`src/rtl/ocp_pkg.sv`:
```
package ocp_pkg;
    localparam int AW  = 3;
    localparam int NTB = 2;

    localparam logic [AW-1:0] A_CTRL = 3'd0;
    localparam logic [AW-1:0] A_RISE = 3'd1;
    localparam logic [AW-1:0] A_FALL = 3'd2;
    localparam logic [AW-1:0] A_PER0 = 3'd3;
    localparam logic [AW-1:0] A_TCTL = 3'd5;
    localparam logic [AW-1:0] A_FLAG = 3'd6;

    localparam logic [2:0] M_ONCE = 3'b100;
    localparam logic [2:0] M_LOOP = 3'b101;

    typedef enum logic [1:0] {
        S_ARMED = 2'd0,
        S_HIGH  = 2'd1,
        S_DONE  = 2'd2
    } pstate_e;
endpackage

```
`src/rtl/ocp_regfile.sv`:
```
module ocp_regfile
    import ocp_pkg::*;
#(
    parameter int DW = 16
) (
    input  logic                    clk,
    input  logic                    rst_n,
    input  logic                    wr_en,
    input  logic [AW-1:0]           wr_addr,
    input  logic [DW-1:0]           wr_data,
    output logic [2:0]              mode,
    output logic                    tb_sel,
    output logic                    irq_en,
    output logic [DW-1:0]           rise_val,
    output logic [DW-1:0]           fall_val,
    output logic [NTB-1:0][DW-1:0]  per_val,
    output logic [NTB-1:0]          run,
    output logic [NTB-1:0]          cnt_clr,
    output logic                    arm,
    output logic                    flag_clr
);
    typedef struct packed {
        logic [2:0]             mode;
        logic                   sel;
        logic                   irq_en;
        logic [DW-1:0]          rise;
        logic [DW-1:0]          fall;
        logic [NTB-1:0][DW-1:0] per;
        logic [NTB-1:0]         run;
    } regs_t;

    regs_t r_d, r_q;

    always_comb begin
        r_d      = r_q;
        arm      = 1'b0;
        flag_clr = 1'b0;
        cnt_clr  = '0;
        if (wr_en) begin
            unique case (wr_addr)
                A_CTRL: begin
                    r_d.mode   = wr_data[2:0];
                    r_d.sel    = wr_data[3];
                    r_d.irq_en = wr_data[4];
                    arm        = 1'b1;
                end
                A_RISE: r_d.rise = wr_data;
                A_FALL: r_d.fall = wr_data;
                A_TCTL: begin
                    r_d.run = wr_data[NTB-1:0];
                    cnt_clr = wr_data[2*NTB-1:NTB];
                end
                A_FLAG: flag_clr = wr_data[0];
                default: ;
            endcase
            for (int g = 0; g < NTB; g++) begin
                if (wr_addr == A_PER0 + AW'(g)) begin
                    r_d.per[g] = wr_data;
                end
            end
        end
    end

    always_ff @(posedge clk) begin
        if (!rst_n) begin
            r_q <= '0;
        end else begin
            r_q <= r_d;
        end
    end

    assign mode     = r_q.mode;
    assign tb_sel   = r_q.sel;
    assign irq_en   = r_q.irq_en;
    assign rise_val = r_q.rise;
    assign fall_val = r_q.fall;
    assign per_val  = r_q.per;
    assign run      = r_q.run;
endmodule

```
`src/rtl/ocp_timebase.sv`:
```
module ocp_timebase #(
    parameter int DW = 16
) (
    input  logic          clk,
    input  logic          rst_n,
    input  logic          run,
    input  logic          clr,
    input  logic [DW-1:0] period,
    output logic [DW-1:0] count
);
    logic [DW-1:0] cnt_d, cnt_q;

    always_comb begin
        cnt_d = cnt_q;
        if (clr) begin
            cnt_d = '0;
        end else if (run) begin
            cnt_d = (cnt_q == period) ? '0 : cnt_q + DW'(1);
        end
    end

    always_ff @(posedge clk) begin
        if (!rst_n) begin
            cnt_q <= '0;
        end else begin
            cnt_q <= cnt_d;
        end
    end

    assign count = cnt_q;
endmodule

```
`src/rtl/ocp_edge_ctl.sv`:
```
module ocp_edge_ctl
    import ocp_pkg::*;
#(
    parameter int DW = 16
) (
    input  logic          clk,
    input  logic          rst_n,
    input  logic [DW-1:0] cnt,
    input  logic          tick,
    input  logic [DW-1:0] rise_val,
    input  logic [DW-1:0] fall_val,
    input  logic [2:0]    mode,
    input  logic          arm,
    input  logic          flag_clr,
    input  logic          irq_en,
    output logic          pulse_out,
    output logic          flag_out,
    output logic          irq_out,
    output logic          done
);
    typedef struct packed {
        pstate_e st;
        logic    flag;
    } ctl_t;

    ctl_t c_d, c_q;
    logic hit_rise, hit_fall, active;

    always_comb begin
        hit_rise = tick && (cnt == rise_val);
        hit_fall = tick && (cnt == fall_val);
        active   = (mode == M_ONCE) || (mode == M_LOOP);
        c_d      = c_q;
        if (flag_clr) begin
            c_d.flag = 1'b0;
        end
        if (arm) begin
            c_d.st = S_ARMED;
        end else if (active) begin
            unique case (c_q.st)
                S_ARMED: if (hit_rise) c_d.st = S_HIGH;
                S_HIGH: begin
                    if (hit_fall) begin
                        c_d.st   = (mode == M_LOOP) ? S_ARMED : S_DONE;
                        c_d.flag = 1'b1;
                    end
                end
                S_DONE: ;
                default: c_d.st = S_ARMED;
            endcase
        end
    end

    always_ff @(posedge clk) begin
        if (!rst_n) begin
            c_q <= '{st: S_ARMED, flag: 1'b0};
        end else begin
            c_q <= c_d;
        end
    end

    assign pulse_out = (c_q.st == S_HIGH);
    assign flag_out  = c_q.flag;
    assign irq_out   = c_q.flag && irq_en;
    assign done      = (c_q.st == S_DONE);
endmodule

```
`src/rtl/ocp_pulse_gen.sv`:
```
module ocp_pulse_gen
    import ocp_pkg::*;
#(
    parameter int DW = 16
) (
    input  logic          clk,
    input  logic          rst_n,
    input  logic          wr_en,
    input  logic [AW-1:0] wr_addr,
    input  logic [DW-1:0] wr_data,
    output logic          pulse_out,
    output logic          flag_out,
    output logic          irq_out
);
    logic [2:0]             mode;
    logic                   tb_sel;
    logic                   irq_en;
    logic [DW-1:0]          rise_val;
    logic [DW-1:0]          fall_val;
    logic [NTB-1:0][DW-1:0] per_val;
    logic [NTB-1:0]         run;
    logic [NTB-1:0]         cnt_clr;
    logic [NTB-1:0][DW-1:0] cnt;
    logic                   arm;
    logic                   flag_clr;
    logic [DW-1:0]          sel_cnt;
    logic                   sel_run;
    logic                   done;
    logic [DW-1:0]          cnt_a;
    logic [DW-1:0]          per_a;
    logic                   run_a;
    logic                   clr_a;

    ocp_regfile #(.DW(DW)) u_regs (
        .clk      (clk),
        .rst_n    (rst_n),
        .wr_en    (wr_en),
        .wr_addr  (wr_addr),
        .wr_data  (wr_data),
        .mode     (mode),
        .tb_sel   (tb_sel),
        .irq_en   (irq_en),
        .rise_val (rise_val),
        .fall_val (fall_val),
        .per_val  (per_val),
        .run      (run),
        .cnt_clr  (cnt_clr),
        .arm      (arm),
        .flag_clr (flag_clr)
    );

    for (genvar g = 0; g < NTB; g++) begin : g_tb
        ocp_timebase #(.DW(DW)) u_tb (
            .clk    (clk),
            .rst_n  (rst_n),
            .run    (run[g]),
            .clr    (cnt_clr[g]),
            .period (per_val[g]),
            .count  (cnt[g])
        );
    end

    assign sel_cnt = cnt[tb_sel];
    assign sel_run = run[tb_sel];

    ocp_edge_ctl #(.DW(DW)) u_ctl (
        .clk       (clk),
        .rst_n     (rst_n),
        .cnt       (sel_cnt),
        .tick      (sel_run),
        .rise_val  (rise_val),
        .fall_val  (fall_val),
        .mode      (mode),
        .arm       (arm),
        .flag_clr  (flag_clr),
        .irq_en    (irq_en),
        .pulse_out (pulse_out),
        .flag_out  (flag_out),
        .irq_out   (irq_out),
        .done      (done)
    );

    assign cnt_a = cnt[0];
    assign per_a = per_val[0];
    assign run_a = run[0];
    assign clr_a = cnt_clr[0];
endmodule

```
`config.mk`:
```
export PLATFORM = sky130hd
export DESIGN_NAME = ocp_pulse_gen
export DESIGN_NICKNAME = d
export VERILOG_FILES = /design/src/rtl/ocp_pkg.sv /design/src/rtl/ocp_regfile.sv /design/src/rtl/ocp_timebase.sv /design/src/rtl/ocp_edge_ctl.sv /design/src/rtl/ocp_pulse_gen.sv
export SDC_FILE = /design/constraint.sdc
export NUM_CORES = 1
export LEC_CHECK = 0
export CAP_MARGIN = 15
export CORE_MARGIN = 1
export CORE_UTILIZATION = 40
export CTS_CLUSTER_SIZE = 30
export DETAILED_ROUTE_END_ITERATION = 10
export PLACE_DENSITY = 0.54
export SETUP_SLACK_MARGIN = 0.4
export SYNTH_ARGS = -nofsm -noshare
export SYNTH_HDL_FRONTEND = slang
export SYNTH_SLANG_ARGS = --single-unit
export TNS_END_PERCENT = 30
```
`constraint.sdc`:
```
create_clock -name clk -period 2.6 [get_ports clk]
set_input_delay 0.26 -clock clk [delete_from_list [all_inputs] [get_ports clk]]
set_output_delay 0.26 -clock clk [all_outputs]
set_load 0.02 [all_outputs]
```
==> reports/metrics.yaml <==
cells_and_area:
  final_nets: 644
  regArea_mm2: 0.002122
  multi_input_area_mm2: 0.002861
  drive_gt1_share_pct: 6.090
  area_growth_pct: 15.02
  filler_cell_count: 1253
  fin_area_mm2: 0.005864
  stdcell_count: 792
  antenna_cells: 0
timing:
  rsz0062_at_grt: "true"
  post-route-period-util_pct: 81.64
  fin_ws_ps: 477.4
  hold_viol: 0
  fin_setup_tns_ps: 0
  slew_headroom_pct: 55.35
  tightest_slew_ps: 668.1
  clock_skew_ps: 8.449
  clock.fmax_ghz: 0.4711
  slew_violations: 0
  setup_viol: 0
  min_period_ps: 2123
synthesis:
  synth_area_leader_cell: "dfxtp_1"
  synth-seq-cells: 106
  avgSynthCellArea_um2: 8.526
  ys_warn_count: 0
  synth_area_mm2: 0.005099
  synth_area_leaders: "dfxtp_1 42%, xnor2_1 12%, nand2_1 11%, a21boi_0 10%, xor2_1 4.8%"
  synth_top_family_by_area: "simple AND/OR/NAND/NOR gates"
  synthCells: 598
  synth_xor_area_share_pct: 16.32
  synth_cell_types: 31
  synthFlopType: "dfxtp_1"
  yosysSeqAreaShare_pct: 41.62
  synth_compound_area_share_pct: 11.09
  synthAdderAreaFrac_pct: 0.4908
  synthMuxAreaShare_pct: 4.663
  synthesis.nets: 622
  synthSimpleGateAreaFrac_pct: 23.29
  synthArstFlopShare_pct: 0
  synth_top_area_share_pct: 41.62
  synth_edf_count: 0
critical_path:
  cp-end-kind: "flop"
  crit_path_max_fanout: 19
  crit_arrival_ps: 2410
  worstSetupPathType: "flop to flop"
  cp.required_ps: 2890
  critPathLaunchType: "flop"
detailed_routing:
  drtIter0Drc: 271
  dr.pass1.iters: 4
  num_vias: 4050
  drt_wl_total_um: 13640
  wire_per_inst_um: 17.22
  drt-vias-per-instance: 5.114
  drc: 0
  antenna_left: 0
power_and_ir_drop:
  comb_power_share_pct: 6.3
  p_sw_mw: 0.7322
  power.density_mw_per_mm2: 568.8
  internal_power_mw: 2.604
  p_seq_share_pct: 50.0
  p_leak_nw: 1.914
  sw_frac_of_total_pct: 21.95
  pwr-share-clk_pct: 43.7
  power.total_mw: 3.336
  peakVddDrop_v: 0.0004048
run:
  maxCapViolations: 0
clocking:
  htree_levels: 3
  postCtsHoldBufs: 0
  cts.sinks: 106
  cts_buffers: 9
  clk_pin_slew_ps: 70
  clockRootBuffer: "clkbuf_16"
  clk_path_buf_depth: 2
  clkLatencyLatePin_ps: 350
  cts_tree: "yes"
die:
  die-area_mm2: 0.01320
  core_region_area_mm2: 0.01221
  num_rows: 40
  die_w_um: 114.9
  io_pins: 25
  fp.dieH_um: 114.9
  start_util_pct: 41.75
placed_design:
  gp_congestion: 0.8933
  dp.cells: 777
  portBuffers: 24
  hpwl_um: 10190
  dpl_worst_slack_ps: 400.4
  placed_cell_area_mm2: 0.005538
worst_hold_path:
  worstHoldPathType: "input port to flop"
grt:
  grt_max_degree: 42
  grt-ovfl-total: 0
  grt_pass1_wl_um: 22240
  antenna_found_initial: 0
  grt_pass1_vias: 4089
  grtUsageTotal_pct: 22.68
outcome:
  outcome: "finished clean"
==> final timing paths <==
check                                    from                               to  slack, ps  cells past startpoint
hold / removal                          rst_n  u_regs.fall_val[3]$_SDFFE_PN0P_        460                      2
setup reg to reg   u_regs.tb_sel$_SDFFE_PN0P_        u_ctl.c_q[2]$_SDFFE_PP0P_        480                      7
setup / recovery   u_regs.tb_sel$_SDFFE_PN0P_        u_ctl.c_q[2]$_SDFFE_PP0P_        480                      7
hold reg to reg   u_regs.mode[2]$_SDFFE_PN0P_      u_regs.mode[2]$_SDFFE_PN0P_        460                      2
==> state kept, by name, indices dropped and copies added, names as in the netlist <==
name / cells
g_tb.u_tb.count: 32
u_regs.per_val: 32
u_regs.fall_val: 16
u_regs.rise_val: 16
u_regs.mode: 3
u_ctl.c_q: 2
u_regs.run: 2
u_ctl.flag_out: 1
u_regs.irq_en: 1
u_regs.tb_sel: 1
==> what timing repair did <==
item                       4_1_cts  5_1_grt
setup endpoints to repair        0       17
resized for setup                0        2
setup buffers                    0        0
==> per-stage QoR <==
step / utilization, % / hold slack, ps
6_report: 48.02 / 456.7
5_1_grt: 48.02 / 490.5
4_1_cts: 47.95 / 453.7
3_5_place_dp: 45.35 / 456.1
3_3_place_gp: 45.35 / 448.5
2_1_floorplan: - / 394.8
==> Yosys cell counts, drive strengths merged, types with 3 or more instances <==
master,count
nor4,7
nand3,19
mux2i,21
and2,3
xor2,28
nor2,42
nand2b,4
clkbuf,24
dfxtp,106
nand4,17
and3,8
nand2,153
nor3,7
a21boi,70
xnor2,67
nor2b,7
==> critical path, cell delays in order (launching register included) <==
cell	delay, ps
dfxtp_1	360
buf_12	190
mux2i_1	410
xnor2_1	130
nor4_1	270
nand4_1	180
or3_1	400
mux2i_1	120
==> kinds of logic (layout without fill, tap and decap cells) <==
kind of cell    after synthesis  in the layout
simple gates                271            271
flops                       106            106
xor+xnor                     95             95
compound gates               75             75
buf+inv                      28             54
mux                          21             21
fa+ha+maj                     2              2
==> placed cells by master, fill, tap and decap left out, drive strengths merged, types with 8 or more instances in the layout <==
cell | netlist | routed
dfxtp | 106 | 106
clkbuf | 24 | 10
nand2 | 153 | 153
mux2i | 21 | 21
a21boi | 70 | 70
nor2 | 42 | 42
nand4 | 17 | 17
xnor2 | 67 | 67
clkdlybuf4s50 | 0 | 23
buf | 2 | 14
and3 | 8 | 8
xor2 | 28 | 28
nand3 | 19 | 19
==> layer usage <==
metal,wire length (µm),track usage (%),part of all wire (%),vias to the layer above
li1,-,-,-,2023
met3,783,4.850,5.7,13
met1,6192,30.19,45,1937
met4,190,5.628,1.4,0
met2,6474,37.39,47,77
met5,0,0,0,-
==> layout make-up <==
class	count	share of cell area, %
clock buffers	10	4.075
clock inverters	5	1.344
multi-input cells	464	48.79
well taps	168	3.584
inverters	2	0.1280
flip-flops and latches	106	36.19
repair buffers	37	5.889
==> power by group through the flow <==
stage               Sequential, mW  Combinational [mW]  Clock (mW)
finish                        1.67               0.211        1.46
global route                  1.67               0.232        1.56
CTS                           1.67               0.213        1.49
detailed placement            1.70               0.212           0
global placement              1.70               0.209           0
floorplan                     1.70               0.118           0
Power figures use the tool's default switching activity.
